==> src/rtl/epc_pkg.sv <==
package epc_pkg;
   // register word addresses
   localparam int REG_CTRL     = 0;
   localparam int REG_STATUS   = 1;
   localparam int REG_CNT_BASE = 2;
   // control word layout
   localparam int CTRL_EN_BIT     = 0;
   localparam int CTRL_SEL_LSB    = 4;
   localparam int CTRL_SEL_STRIDE = 4;
   // status word layout
   localparam int STAT_IRQ_BIT = 0;

   function automatic int cnt_lo_addr(input int idx);
      return REG_CNT_BASE + 2 * idx;
   endfunction

   function automatic int cnt_hi_addr(input int idx);
      return REG_CNT_BASE + 2 * idx + 1;
   endfunction
endpackage

==> src/rtl/epc_counter.sv <==
module epc_counter #(
   parameter int CNT_W   = 40,
   parameter int DATA_W  = 32,
   parameter int NUM_EVT = 8,
   parameter int SEL_W   = 3
) (
   input  logic               clk,
   input  logic               rst_n,
   input  logic               run,
   input  logic [NUM_EVT-1:0] evt,
   input  logic [SEL_W-1:0]   sel,
   input  logic               wr_lo,
   input  logic               wr_hi,
   input  logic [DATA_W-1:0]  wdata,
   output logic [CNT_W-1:0]   cnt,
   output logic               ovf
);
   localparam int HI_W = CNT_W - DATA_W;

   logic evt_hit;
   logic inc_req;
   logic full;
   logic wr_any;

   generate
      if (NUM_EVT == (1 << SEL_W)) begin : g_pow2
         assign evt_hit = evt[sel];
      end else begin : g_guard
         assign evt_hit = (int'(sel) < NUM_EVT) ? evt[sel] : 1'b0;
      end
   endgenerate

   assign inc_req = run & evt_hit;
   assign full    = &cnt;
   assign wr_any  = wr_lo | wr_hi;
   assign ovf     = inc_req & full & ~wr_any;

   always_ff @(posedge clk or negedge rst_n) begin
      if (!rst_n) begin
         cnt <= '0;
      end else if (wr_any) begin
         if (wr_lo) cnt[DATA_W-1:0]     <= wdata;
         if (wr_hi) cnt[CNT_W-1:DATA_W] <= wdata[HI_W-1:0];
      end else if (inc_req && !full) begin
         cnt <= cnt + 1'b1;
      end
   end


   step_one_chk: assert property (@(posedge clk) disable iff (!rst_n)
      !wr_any |=> (cnt == $past(cnt)) || (cnt == $past(cnt) + 1'b1));


   frozen_hold_chk: assert property (@(posedge clk) disable iff (!rst_n)
      (!run && !wr_any) |=> $stable(cnt));


   saturate_chk: assert property (@(posedge clk) disable iff (!rst_n)
      (full && !wr_any) |=> &cnt);
endmodule

==> src/rtl/epc_regs.sv <==
module epc_regs
   import epc_pkg::*;
#(
   parameter int CNT_W   = 40,
   parameter int DATA_W  = 32,
   parameter int NUM_CNT = 2,
   parameter int SEL_W   = 3,
   parameter int ADDR_W  = 4
) (
   input  logic                     clk,
   input  logic                     rst_n,
   input  logic                     wr_en,
   input  logic                     rd_en,
   input  logic [ADDR_W-1:0]        addr,
   input  logic [DATA_W-1:0]        wdata,
   input  logic [NUM_CNT*CNT_W-1:0] cnt_flat,
   input  logic [NUM_CNT-1:0]       ovf_vec,
   output logic                     enable,
   output logic [NUM_CNT*SEL_W-1:0] sel_flat,
   output logic [NUM_CNT-1:0]       wr_lo_vec,
   output logic [NUM_CNT-1:0]       wr_hi_vec,
   output logic [DATA_W-1:0]        rdata,
   output logic                     irq
);
   localparam int HI_W = CNT_W - DATA_W;

   logic              enable_q;
   logic [SEL_W-1:0]  sel_q [NUM_CNT];
   logic              irq_q;
   logic [HI_W-1:0]   hi_q  [NUM_CNT];
   logic [DATA_W-1:0] rdata_q;
   logic [DATA_W-1:0] rd_mux;
   logic              ctrl_wr;
   logic              clr_req;
   logic              unused_wdata;

   assign ctrl_wr      = wr_en && (addr == ADDR_W'(REG_CTRL));
   assign clr_req      = wr_en && (addr == ADDR_W'(REG_STATUS)) && wdata[STAT_IRQ_BIT];
   assign unused_wdata = ^wdata;

   genvar gi;
   generate
      for (gi = 0; gi < NUM_CNT; gi++) begin : g_dec
         assign wr_lo_vec[gi] = wr_en && (addr == ADDR_W'(cnt_lo_addr(gi)));
         assign wr_hi_vec[gi] = wr_en && (addr == ADDR_W'(cnt_hi_addr(gi)));
         assign sel_flat[gi*SEL_W +: SEL_W] = sel_q[gi];
      end
   endgenerate

   always_comb begin
      rd_mux = '0;
      if (addr == ADDR_W'(REG_CTRL)) begin
         rd_mux[CTRL_EN_BIT] = enable_q;
         for (int i = 0; i < NUM_CNT; i++)
            rd_mux[CTRL_SEL_LSB + CTRL_SEL_STRIDE*i +: SEL_W] = sel_q[i];
      end else if (addr == ADDR_W'(REG_STATUS)) begin
         rd_mux[STAT_IRQ_BIT] = irq_q;
      end
      for (int i = 0; i < NUM_CNT; i++) begin
         if (addr == ADDR_W'(cnt_lo_addr(i))) rd_mux = cnt_flat[i*CNT_W +: DATA_W];
         if (addr == ADDR_W'(cnt_hi_addr(i))) rd_mux = DATA_W'(hi_q[i]);
      end
   end

   always_ff @(posedge clk or negedge rst_n) begin
      if (!rst_n) begin
         enable_q <= 1'b0;
         for (int i = 0; i < NUM_CNT; i++) sel_q[i] <= '0;
      end else if (ctrl_wr) begin
         enable_q <= wdata[CTRL_EN_BIT];
         for (int i = 0; i < NUM_CNT; i++)
            sel_q[i] <= wdata[CTRL_SEL_LSB + CTRL_SEL_STRIDE*i +: SEL_W];
      end
   end

   always_ff @(posedge clk or negedge rst_n) begin
      if (!rst_n) begin
         irq_q <= 1'b0;
      end else if (|ovf_vec) begin
         irq_q <= 1'b1;
      end else if (clr_req) begin
         irq_q <= 1'b0;
      end
   end

   always_ff @(posedge clk or negedge rst_n) begin
      if (!rst_n) begin
         rdata_q <= '0;
         for (int i = 0; i < NUM_CNT; i++) hi_q[i] <= '0;
      end else if (rd_en) begin
         rdata_q <= rd_mux;
         for (int i = 0; i < NUM_CNT; i++)
            if (addr == ADDR_W'(cnt_lo_addr(i)))
               hi_q[i] <= cnt_flat[i*CNT_W + DATA_W +: HI_W];
      end
   end

   assign enable = enable_q;
   assign irq    = irq_q;
   assign rdata  = rdata_q;


   ovf_sets_irq_chk: assert property (@(posedge clk) disable iff (!rst_n)
      (|ovf_vec) |=> irq_q);


   irq_sticky_chk: assert property (@(posedge clk) disable iff (!rst_n)
      (irq_q && !clr_req) |=> irq_q);


   rdata_hold_chk: assert property (@(posedge clk) disable iff (!rst_n)
      !rd_en |=> $stable(rdata_q));
endmodule

==> src/rtl/evt_pair_counter.sv <==
module evt_pair_counter
   import epc_pkg::*;
#(
   parameter int CNT_W   = 40,
   parameter int DATA_W  = 32,
   parameter int NUM_EVT = 8,
   parameter int NUM_CNT = 2,
   parameter int ADDR_W  = 4
) (
   input  logic               clk,
   input  logic               rst_n,
   input  logic [NUM_EVT-1:0] evt_strobe,
   input  logic               reg_wr,
   input  logic               reg_rd,
   input  logic [ADDR_W-1:0]  reg_addr,
   input  logic [DATA_W-1:0]  reg_wdata,
   output logic [DATA_W-1:0]  reg_rdata,
   output logic               irq
);
   localparam int SEL_W    = (NUM_EVT > 1) ? $clog2(NUM_EVT) : 1;
   localparam int NUM_REGS = REG_CNT_BASE + 2 * NUM_CNT;

   generate
      if (CNT_W <= DATA_W || CNT_W > 2 * DATA_W) begin : g_bad_width
         $error("CNT_W must lie in (DATA_W, 2*DATA_W]");
      end
      if (SEL_W > CTRL_SEL_STRIDE) begin : g_bad_sel
         $error("event select wider than its control field");
      end
      if (CTRL_SEL_LSB + CTRL_SEL_STRIDE * NUM_CNT > DATA_W) begin : g_bad_cnt
         $error("too many counters for the control word");
      end
      if ((1 << ADDR_W) < NUM_REGS) begin : g_bad_addr
         $error("ADDR_W too small for the register map");
      end
   endgenerate

   logic                     enable;
   logic                     irq_i;
   logic                     run;
   logic [NUM_CNT*SEL_W-1:0] sel_flat;
   logic [NUM_CNT-1:0]       wr_lo_vec;
   logic [NUM_CNT-1:0]       wr_hi_vec;
   logic [NUM_CNT-1:0]       ovf_vec;
   logic [NUM_CNT*CNT_W-1:0] cnt_flat;

   assign run = enable & ~irq_i;

   epc_regs #(
      .CNT_W  (CNT_W),
      .DATA_W (DATA_W),
      .NUM_CNT(NUM_CNT),
      .SEL_W  (SEL_W),
      .ADDR_W (ADDR_W)
   ) u_regs (
      .clk      (clk),
      .rst_n    (rst_n),
      .wr_en    (reg_wr),
      .rd_en    (reg_rd),
      .addr     (reg_addr),
      .wdata    (reg_wdata),
      .cnt_flat (cnt_flat),
      .ovf_vec  (ovf_vec),
      .enable   (enable),
      .sel_flat (sel_flat),
      .wr_lo_vec(wr_lo_vec),
      .wr_hi_vec(wr_hi_vec),
      .rdata    (reg_rdata),
      .irq      (irq_i)
   );

   genvar gc;
   generate
      for (gc = 0; gc < NUM_CNT; gc++) begin : g_cnt
         epc_counter #(
            .CNT_W  (CNT_W),
            .DATA_W (DATA_W),
            .NUM_EVT(NUM_EVT),
            .SEL_W  (SEL_W)
         ) u_cnt (
            .clk  (clk),
            .rst_n(rst_n),
            .run  (run),
            .evt  (evt_strobe),
            .sel  (sel_flat[gc*SEL_W +: SEL_W]),
            .wr_lo(wr_lo_vec[gc]),
            .wr_hi(wr_hi_vec[gc]),
            .wdata(reg_wdata),
            .cnt  (cnt_flat[gc*CNT_W +: CNT_W]),
            .ovf  (ovf_vec[gc])
         );
      end
   endgenerate

   assign irq = irq_i;


   pair_freeze_chk: assert property (@(posedge clk) disable iff (!rst_n)
      (irq_i && !reg_wr) |=> $stable(cnt_flat));


   disabled_quiet_chk: assert property (@(posedge clk) disable iff (!rst_n)
      (!enable && !irq_i) |=> !irq_i);
endmodule

==> config.mk <==
export PLATFORM = sky130hd
export DESIGN_NAME = evt_pair_counter
export DESIGN_NICKNAME = d
export VERILOG_FILES = /design/src/rtl/epc_pkg.sv /design/src/rtl/epc_counter.sv /design/src/rtl/epc_regs.sv /design/src/rtl/evt_pair_counter.sv
export SDC_FILE = /design/constraint.sdc
export NUM_CORES = 1
export LEC_CHECK = 0
export ABC_AREA = 1
export BUFFER_PORTS_ARGS = -buffer_cell sky130_fd_sc_hd__buf_2
export CORE_AREA = 3 3 125 127
export CTS_CLUSTER_DIAMETER = 30
export DETAILED_ROUTE_END_ITERATION = 10
export DIE_AREA = 0 0 128 130
export HOLD_SLACK_MARGIN = 0.08
export PLACE_DENSITY_LB_ADDON = 0.1
export SLEW_MARGIN = 20
export SYNTH_ARGS = -nofsm -noshare
export SYNTH_HDL_FRONTEND = slang
export SYNTH_HIERARCHICAL = 1
export SYNTH_SLANG_ARGS = --single-unit
==> constraint.sdc <==
create_clock -name clk -period 3.5 [get_ports clk]
set_input_delay 0.175 -clock clk [delete_from_list [all_inputs] [get_ports clk]]
set_output_delay 0.175 -clock clk [all_outputs]
set_load 0.02 [all_outputs]
# == Word level (Yosys, flattened, before mapping) ==
# Index checks and enable logic that the tools add are counted.
# word_totals
register_bits,136
elab_cells,82
# classes
addsub,2
n_lt_le_gt_ge,2
n_eq_ne,9
muxes,22
n_bitwise,12
reduce_logical,24
# ops
cell,n
32-bit two-way mux,6
40-bit two-way mux,4
40-bit by 1-bit adder with 40-bit output (second input constant),2
40-bit AND reduction,2
8-bit two-way mux,2
2-bit AND reduction,6
1-bit logical AND,9
4-bit by 2-bit == test with 1-bit output (second input constant),2
4-bit by 3-bit == test with 1-bit output (second input constant),2
3-bit by 4-bit less-than comparator with 1-bit output (second input constant),2
2-bit by 1-bit != test with 1-bit output (second input constant),4
1-bit AND,7
1-bit binary-select mux with 3-bit select,2
1-bit two-way mux,6
3-bit two-way mux,2
2-bit nonzero test,3
4-bit by 1-bit == test with 1-bit output (second input constant),1
4-bit logical NOT,1
1-bit inverter,3
1-bit logical NOT,2
1-bit OR,2
2-bit OR reduction,1

# == Longest topological paths before layout ==
# Gate-level depths: netlist of run 1.
# depth
ltp_word,7
mapped_depth,15
ltp_nobuf,13

# == Modules after synthesis ==
# The synthesis of run 1 kept the hierarchy.
# by_module_without_submodules
module,instances,cells_each,area_each_um2
epc_counter (g_cnt[1].u_cnt),1,548,3309.4
epc_counter (g_cnt[0].u_cnt),1,550,3291.9
epc_regs,1,420,2979.1
evt_pair_counter,1,2,10.0

# == Worst setup path after synthesis of run 1 ==
# Ideal clock, no wire load.
# synth_path
path_type,input to register
start,input port reg_wr
end,register g_cnt[0].u_cnt.cnt[15]
setup_ps,117
arrival_ps,1801
required_time_ps,3383
path_slack_ps,1583
path_stages,10
n_path_buf,3
path_cell_list,clkbuf_1 > inv_1 > nor3_1 > nor2_2 > inv_1 > clkbuf_1 > clkbuf_1 > o21ai_0 > nand2_1 > nand2_1
# synth_via
elab_chain_len,4
# synth_lines
item,line_no,text
"start, declared",evt_pair_counter.sv:13,"input logic reg_wr,"
1-bit logical AND (*),epc_regs.sv:45,assign wr_hi_vec[gi] = wr_en && (addr == ADDR_W'(cnt_hi_addr(gi)));
via wr_hi_vec[0],evt_pair_counter.sv:43,logic [NUM_CNT-1:0] wr_hi_vec;
1-bit OR (*),epc_counter.sv:35,assign wr_any = wr_lo | wr_hi;
2-bit by 1-bit != test with 1-bit output (no line) or 2-bit nonzero test (tied branches),--,
2-bit AND reduction (no line),--,
"end signal, assigned by index",epc_counter.sv:42,if (wr_lo) cnt[DATA_W-1:0] <= wdata;
"end signal, assigned by index",epc_counter.sv:43,if (wr_hi) cnt[CNT_W-1:DATA_W] <= wdata[HI_W-1:0];
"end signal, assigned",epc_counter.sv:45,cnt <= cnt + 1'b1;
"end, declared",epc_counter.sv:15,"output logic [CNT_W-1:0] cnt,"
# The timed path passes the listed nets; every way through them passes the cells marked *.
# A chain may end at the register's enable or synchronous reset.

# == Worst setup path in the final report of run 1 ==
# layout_path
start,register g_cnt[1].u_cnt.cnt[1]
end,register g_cnt[1].u_cnt.cnt[19]
# layout_via
elab_chain_len,5
# layout_lines
item,line_no
"start, declared",epc_counter.sv:15
"start signal, assigned by index",epc_counter.sv:42
"start signal, assigned by index",epc_counter.sv:43
"start signal, assigned",epc_counter.sv:45
branches (longest 5 deep; another with 40-bit by 1-bit adder with 40-bit output),--
# Parallel ways; which one is timed is not known. The select of a mux whose other input is x is not followed.

==> run summary, run 1 <==
Busiest grt layer - met2
Number of global-route vias before repair - 9428
Sequential fraction of the synthesis area - 35.5%
WS Path Type - flip-flop to flip-flop
GPL Wtd Cong - 1.01
Worst path bufs/invs - 1
Post-Route Utilization - 73.3%
Initial core utilization - 66.0%
Clock Latency Late Sink - 0.43 ns
WL/cell - 17.6 microns
Worst-Margin Slew - 0.867 ns
Commonest cells after routing, fill and taps aside - nand2_1, nand3_1, nor2_1
Max_cap viols - 0
Grt ovf - 0
DRC viols - 0
Final-stage net count - 1634
Cell variety after synth - 36
GR met3 Demand/Resource - 7.41%
Die H - 130 microns
Crit path launch type - flip-flop
Tcrit/Tclk final - 81.4%
Synth top area cells - dfrtp_1, nand2_1, nand3_1
Static Leak - 0.00555 uW
Delay-heaviest family, CP - simple AND/OR/NAND/NOR gates
Die footprint - 16600 sq um
Largest net degree at the start of global routing - 90
Core ar. - 14500 sq um
Max Clk Rate - 351 MHz
Final hold slack - 0.0904 ns
Avg Cell Area, Syn - 6.31 sq um
CTS max path bufs - 2
Worst path required time - 3.81 ns
Root Buffer - clkbuf_16
CP dominant cell by count - nand2_1
Die width - 128 microns
Antenna violations before repair - 0
Most common cell after layout, fill and taps aside - nand2_1
Power Dens Cells - 599 nW/um^2
YS warnings - 6
Final Hold Vio Count - 0
Share of layout cells above drive strength 1 - 11.8%
Worst rel slew slack - 42.1%
Routed via count - 10.6k
RSZ-0062 raised after global routing - no
Detailed Routing Iterations Pass 1 - 6
Final Critical Period - 2.85 ns
Routing usage on met2 - 57.7%
M1 GR Usage - 51.7%
Sum Neg Setup Slack - 0 ns
Max IR drop VDD - 0.391 mV
Crit. End Element - flip-flop
Syn nets - 1570
Overall Global Routing Usage - 37.8%
Status - complete, no violations
Cell taking the most area after synthesis - dfrtp_1
DRT iter0 DRCs - 1353
Port Buf Inserts - 80
Cells along the critical path - ha_1 > nand3_2 > inv_2 > nand2_1 > nor2_2 > nand4_2 > nand2_4 > nand2_8 > nand2_1 > o21ai_2
TritonCTS buffer count - 17
IO Pins - 81
Critical Path Max Stage Delay - 0.46 ns
DR vias/cell - 5.98
Post-synthesis cell count - 1520
Post-synth top area share - 35.5%
First-pass GRT wire length - 49000 microns
WL final - 31200 microns
Clock-pin slew on the worst setup and hold paths - 0.06 ns
Critical Path AT - 3.16 ns
H-tree depth - 4
Final Max Slew Viols - 0
Routed Antenna Nets - 0
CTS tree - built
Worst Hold Class - primary input to flip-flop
CTS Sinks - 136
Crit path max-delay cell type - dfrtp_1
Crit path max fanout - 46
Synthesized flop and latch total - 136
Setup violators final - 0
# diodes - 0
Layout area overhead - 11.1%
Post-DP HPWL - 22200 microns
Synth Cell Area - 9590 sq um
Clock Skew - 0.0103 ns
Rows - 44
## layer usage
layer	up-vias	share of wire, %
met4	0	5.7
met1	4840	39
met5	-	0
li1	4942	-
met2	744	44
met3	118	11
## cell type report
class / instances / area [sq um]
clock buffer: 19 / 443
inverter: 125 / 470
tap: 184 / 230
timing repair buffer: 99 / 572
clock inverter: 11 / 173
sequential: 136 / 3400
fill: 1253 / 3870
multi-input combinational: 1205 / 5370
## worst paths after layout
path,from,to,slack (ns),cells past startpoint
max,g_cnt[1].u_cnt/cnt[1],g_cnt[1].u_cnt/cnt[19],0.65,10
min,reg_wdata[15],g_cnt[1].u_cnt/cnt[15],0.09,5
max reg2reg,g_cnt[1].u_cnt/cnt[1],g_cnt[1].u_cnt/cnt[19],0.65,10
min reg2reg,u_regs/rdata[22],u_regs/rdata[22],0.48,2
max in group asynchronous,rst_n,u_regs/rdata[19],2.22,3
min in group asynchronous,rst_n,u_regs/hi_q[3],0.40,2
## sequential cells by signal, summed over array words and instances, names as in the netlist
signal and flops:
u_regs/rdata 32, u_regs/irq 1, u_regs/enable 1, u_regs/sel_flat 6, u_regs/hi_q 16, g_cnt.u_cnt/cnt 80
## what timing repair did
item / 4_1_cts / 5_1_grt
setup buffers: 0 / 0
hold endpoints to repair: 95 / 0
gates resized for setup: 0 / 0
hold buffers: 9 / 0
## worst min-delay path, cell delays in order
cell,delay [ns]
buf_2,0.10
nand2_1,0.05
o21ai_0,0.06
nand2_1,0.05
nand2_1,0.05
## power breakdown
group | leakage (uW) | internal, uW | total [uW] | switching, uW
combinational | 0.00344 | 663 | 1720 | 1060
clock | 0.000300 | 1210 | 1910 | 707
sequential | 0.00181 | 2030 | 2750 | 719
## stage by stage
stage / total power [uW] / cell area (sq um) / setup WS, ns / instances
after CTS: 6320 / 10700 / 0.763 / 1779
final: 6380 / 10700 / 0.652 / 1779
after floorplan: 3840 / 9590 / 1.58 / 1520
after global routing: 6750 / 10700 / 0.526 / 1779
after global placement: 4320 / 9950 / 0.879 / 1740
after detailed placement: 4390 / 9950 / 0.802 / 1740
## logic make-up (layout without fill, tap and decap cells)
group	count (synthesis)	count (layout)	synth area share, %
fa+ha+maj	2	2	0.261
xor+xnor	14	14	1.28
compound gates	122	122	7.37
simple gates	1067	1067	47.1
flops	136	136	35.5
buf+inv	179	254	8.55
## cell usage after synthesis
cell type / instances
inv_2: 10
o21ai_0: 51
nand3_2: 2
clkinv_1: 3
buf_2: 12
ha_1: 2
nand2_8: 1
a21o_1: 2
clkbuf_1: 20
o21bai_1: 8
buf_6: 10
nand2_2: 6
a21boi_0: 4
nand2_1: 660
nor2_4: 9
o21ai_2: 15
xor2_1: 6
nand2_4: 3
nand4_1: 11
buf_1: 1
nor2_1: 138
inv_1: 111
buf_8: 2
nor2_2: 11
a21oi_1: 20
clkinv_2: 1
nand3_1: 197
dfrtp_1: 136
o21ai_1: 20
nand4_2: 2
o211ai_1: 2
nor3_1: 14
buf_4: 9
xnor2_1: 8
nand3b_1: 4
or2_2: 9
Power figures use the tool's default switching activity.
==> run 2, diff against run 1 <==
Settings changed: ABC_AREA 1 to 0, CORE_AREA 3 3 125 127 to 3 3 123 125, DIE_AREA 0 0 128 130 to 0 0 126 128.
Clock period 3.5 ns to 2.72 ns, I/O delays scaled along.
==> run 2 against run 1 <==
Net effect: maximum frequency rose by 12%; critical endpoint is now g_cnt[0].u_cnt/cnt[27]; clock skew fell by 0.0055 ns; sequential share of layout area rose by 2.1 points; global-route usage shrank 1.8 points; count of clock-buffer cells in the layout rose by 2; largest power group unchanged; highest routed layer unchanged; routed wire length shrank 8.1%; first-iteration DRC count is 15% lower; non-clock buffer count up 53.
==> run summary, run 2 <==
Status - complete, no violations
Multi-input gate area - 4520 sq um (-16%)
Net load switching power - 2920 uW (+17%)
Sequential share of power - 41.7% (-1.3 points)
Routed Antenna Nets - 0 (unchanged)
CTS Sinks - 136 (unchanged)
Antenna violations before repair - 0 (unchanged)
Die H - 128 microns (-1.5%)
Clock-pin slew on the worst setup and hold paths - 0.06 ns (about the same)
Pre-CTS WS - 0.168 ns (-0.634 ns)
Max_cap viols - 0 (unchanged)
Register with the most flip-flops - g_cnt.u_cnt/cnt
Worst path required time - 3.03 ns (-0.78 ns)
Worst Setup Slack, final - 0.175 ns (-0.477 ns)
CTS tree - built
DRC viols - 0 (unchanged)
Post-Route Utilization - 71.4% (-1.9 points)
Synthesized flop and latch total - 136 (unchanged)
Tcrit/Tclk final - 93.6% (+12 points)
Initial core utilization - 59.8% (-6.2 points)
Crit. End Element - flip-flop
Setup violators final - 0 (unchanged)
Post-synthesis cell count - 941 (-38%)
Final hold slack - 0.105 ns (+0.0151 ns)
Detailed Routing Iterations Pass 1 - 6 (unchanged)
Worst path bufs/invs - 0 (-1)
Die width - 126 microns (-1.6%)
Post-cts resize count - 0 (unchanged)
CTS max path bufs - 2 (unchanged)
Die footprint - 16100 sq um (-3.1%)
First-pass GRT wire length - 45200 microns (-7.8%)
Root Buffer - clkbuf_16
Delay-heaviest family, CP - simple AND/OR/NAND/NOR gates
Max IR drop VDD - 0.514 mV (+31%)
Cell taking the most area after synthesis - dfrtp_1
Critical Path AT - 2.86 ns (-0.30 ns)
Crit path max fanout - 18 (-61%)
Power Dens Cells - 802 nW/um^2 (+34%)
Final Hold Vio Count - 0 (unchanged)
Rows - 43 (-2.3%)
Count of cell instances traversed by the critical path - 7 (-3)
FFs w/ async S/R, synth - 100% (unchanged)
Clk pwr share - 31.6% (+1.6 points)
Synth top area cells - dfrtp_1, a21oi_1, nand2_1
Area occupied by registers - 3400 sq um (unchanged)
GPL Wtd Cong - 0.991 (-1.4%)
Hold Crit Depth - 3 (-2)
YS warnings - 6 (unchanged)
Avg Cell Area, Syn - 8.88 sq um (+41%)
Post-synth top area share - 40.7% (+5.2 points)
Sequential fraction of the synthesis area - 40.7% (+5.2 points)
H-tree depth - 4 (unchanged)
Synth Flop Type - dfrtp_1
Commonest cells after routing, fill and taps aside - dfrtp_1, nand2_1, buf_2
Critical Path Max Stage Delay - 0.41 ns (-0.05 ns)
Max Clk Rate - 393 MHz (+12%)
Worst-Margin Slew - 0.564 ns (-0.303 ns)
Synth Cell Area - 8360 sq um (-13%)
Fill count - 1124 (-10%)
Syn nets - 991 (-37%)
R2R depth - 7 (-3)
Clock Skew - 0.00477 ns (-0.00550 ns)
Post-synth EDFFs - 0 (unchanged)
WL final - 28700 microns (-8.1%)
Top cells by count, synth - dfrtp_1, nand2_1, a21oi_1, nor2_1, o21ai_0
TritonCTS buffer count - 17 (unchanged)
Final Critical Period - 2.55 ns (-0.303 ns)
Routed via count - 8628 (-19%)
Worst rel slew slack - 62.4% (+20 points)
Final Max Slew Viols - 0 (unchanged)
Static Leak - 0.00429 uW (-23%)
Pint - 5100 uW (+31%)
RSZ-0062 raised after global routing - no
Largest register FFs - 80 (unchanged)
DR vias/cell - 6.91 (+15%)
Core ar. - 14000 sq um (-3.8%)
Sw Share - 36.4% (-2.6 points)
Cell variety after synth - 86 (+140%)
Sum Neg Setup Slack - 0 ns (unchanged)
Overall Global Routing Usage - 36.0% (-1.8 points)
DRT iter0 DRCs - 1151 (-15%)
Number of global-route vias before repair - 7992 (-15%)
Worst Hold Class - primary input to flip-flop
Clock Latency Late Sink - 0.42 ns (about the same)
Crit path max-delay cell type - dfrtp_1
# diodes - 0 (unchanged)
Combinational share of power - 26.7% (-0.3 points)
Layout area overhead - 19.6%
Largest net degree at the start of global routing - 62 (-31%)
Total power - 8010 uW (+26%)
Grt ovf - 0 (unchanged)
IO Pins - 81 (unchanged)
Most frequent cell after synthesis - dfrtp_1
Port Buf Inserts - 80 (unchanged)
Cells along the critical path - ha_1 > nand4_1 > nor2_2 > nand4_2 > o21ai_4 > nand2_2 > a221oi_1
Crit path launch type - flip-flop
Share of layout cells above drive strength 1 - 21.2% (+9.4 points)
Final-stage net count - 1106 (-32%)
Most common cell after layout, fill and taps aside - dfrtp_1
WS Path Type - flip-flop to flip-flop
Post-DP HPWL - 20200 microns (-8.9%)
WL/cell - 23.0 microns (+31%)
-- run 2: power groups by stage --
stage / Clock (uW) / Sequential [uW] / Combinational [uW]
4_1_cts: 2550 / 3320 / 2100
2_1_floorplan: 0 / 3130 / 1390
3_5_place_dp: 0 / 3340 / 2060
3_3_place_gp: 0 / 3330 / 2010
6_report: 2530 / 3340 / 2140
5_1_grt: 2650 / 3420 / 2330
-- run 2: cell type report --
class,count,share of cell area (%)
Timing Repair Buffer,152,10.3
Tap cell,180,2.25
Sequential cell,136,34.1
Inverter,46,1.73
Multi-Input combinational cell,703,45.2
Clock inverter,11,1.69
Clock buffer,21,4.81
-- run 2: worst paths after layout --
path                                  startpoint                     end  slack (ns)
max in group asynchronous                  rst_n  g_cnt[1].u_cnt/cnt[15]        1.73
max reg2reg                g_cnt[0].u_cnt/cnt[0]  g_cnt[0].u_cnt/cnt[27]        0.17
max                        g_cnt[0].u_cnt/cnt[0]  g_cnt[0].u_cnt/cnt[27]        0.17
min reg2reg                       u_regs/hi_q[1]         u_regs/rdata[1]        0.50
min in group asynchronous                  rst_n   g_cnt[1].u_cnt/cnt[5]        0.23
min                                reg_wdata[16]  g_cnt[0].u_cnt/cnt[16]        0.11
-- run 2: cell families (layout without fill, tap and decap cells) --
| group | Yosys count | in the layout | share of synthesized area (%) |
|---|---|---|---|
| multiplexers | 46 | 46 | 6.68 |
| flip-flops | 136 | 136 | 40.7 |
| adder cells (fa/ha/maj) | 2 | 2 | 0.299 |
| buffers and inverters | 102 | 230 | 5.46 |
| AO/OA/AOI/OAI | 301 | 301 | 23.7 |
| XOR/XNOR | 7 | 7 | 0.733 |
| AND/OR/NAND/NOR | 347 | 347 | 22.4 |
-- run 2: metal layers --
metal / global-route usage [%] / share of wire (%)
met1: 49.7 / 40
met2: 53.2 / 44
met3: 6.96 / 9.8
met4: 20.9 / 6.6
met5: 0 / 0
-- run 2: per-stage QoR --
step / std cells / cell area [sq um]
2_1_floorplan: 941 / 8360
3_3_place_gp: 1195 / 9130
3_5_place_dp: 1195 / 9130
4_1_cts: 1249 / 9990
5_1_grt: 1249 / 9990
6_report: 1249 / 9990
-- run 2: what timing repair did --
action,in CTS,in global routing
setup buffers,0,0
hold buffers,22,0
hold endpoints to repair,85,0
-- run 2: worst min-delay path, cell delays in order --
cell	delay (ns)
buf_2	0.12
a21oi_1	0.07
o221ai_1	0.15
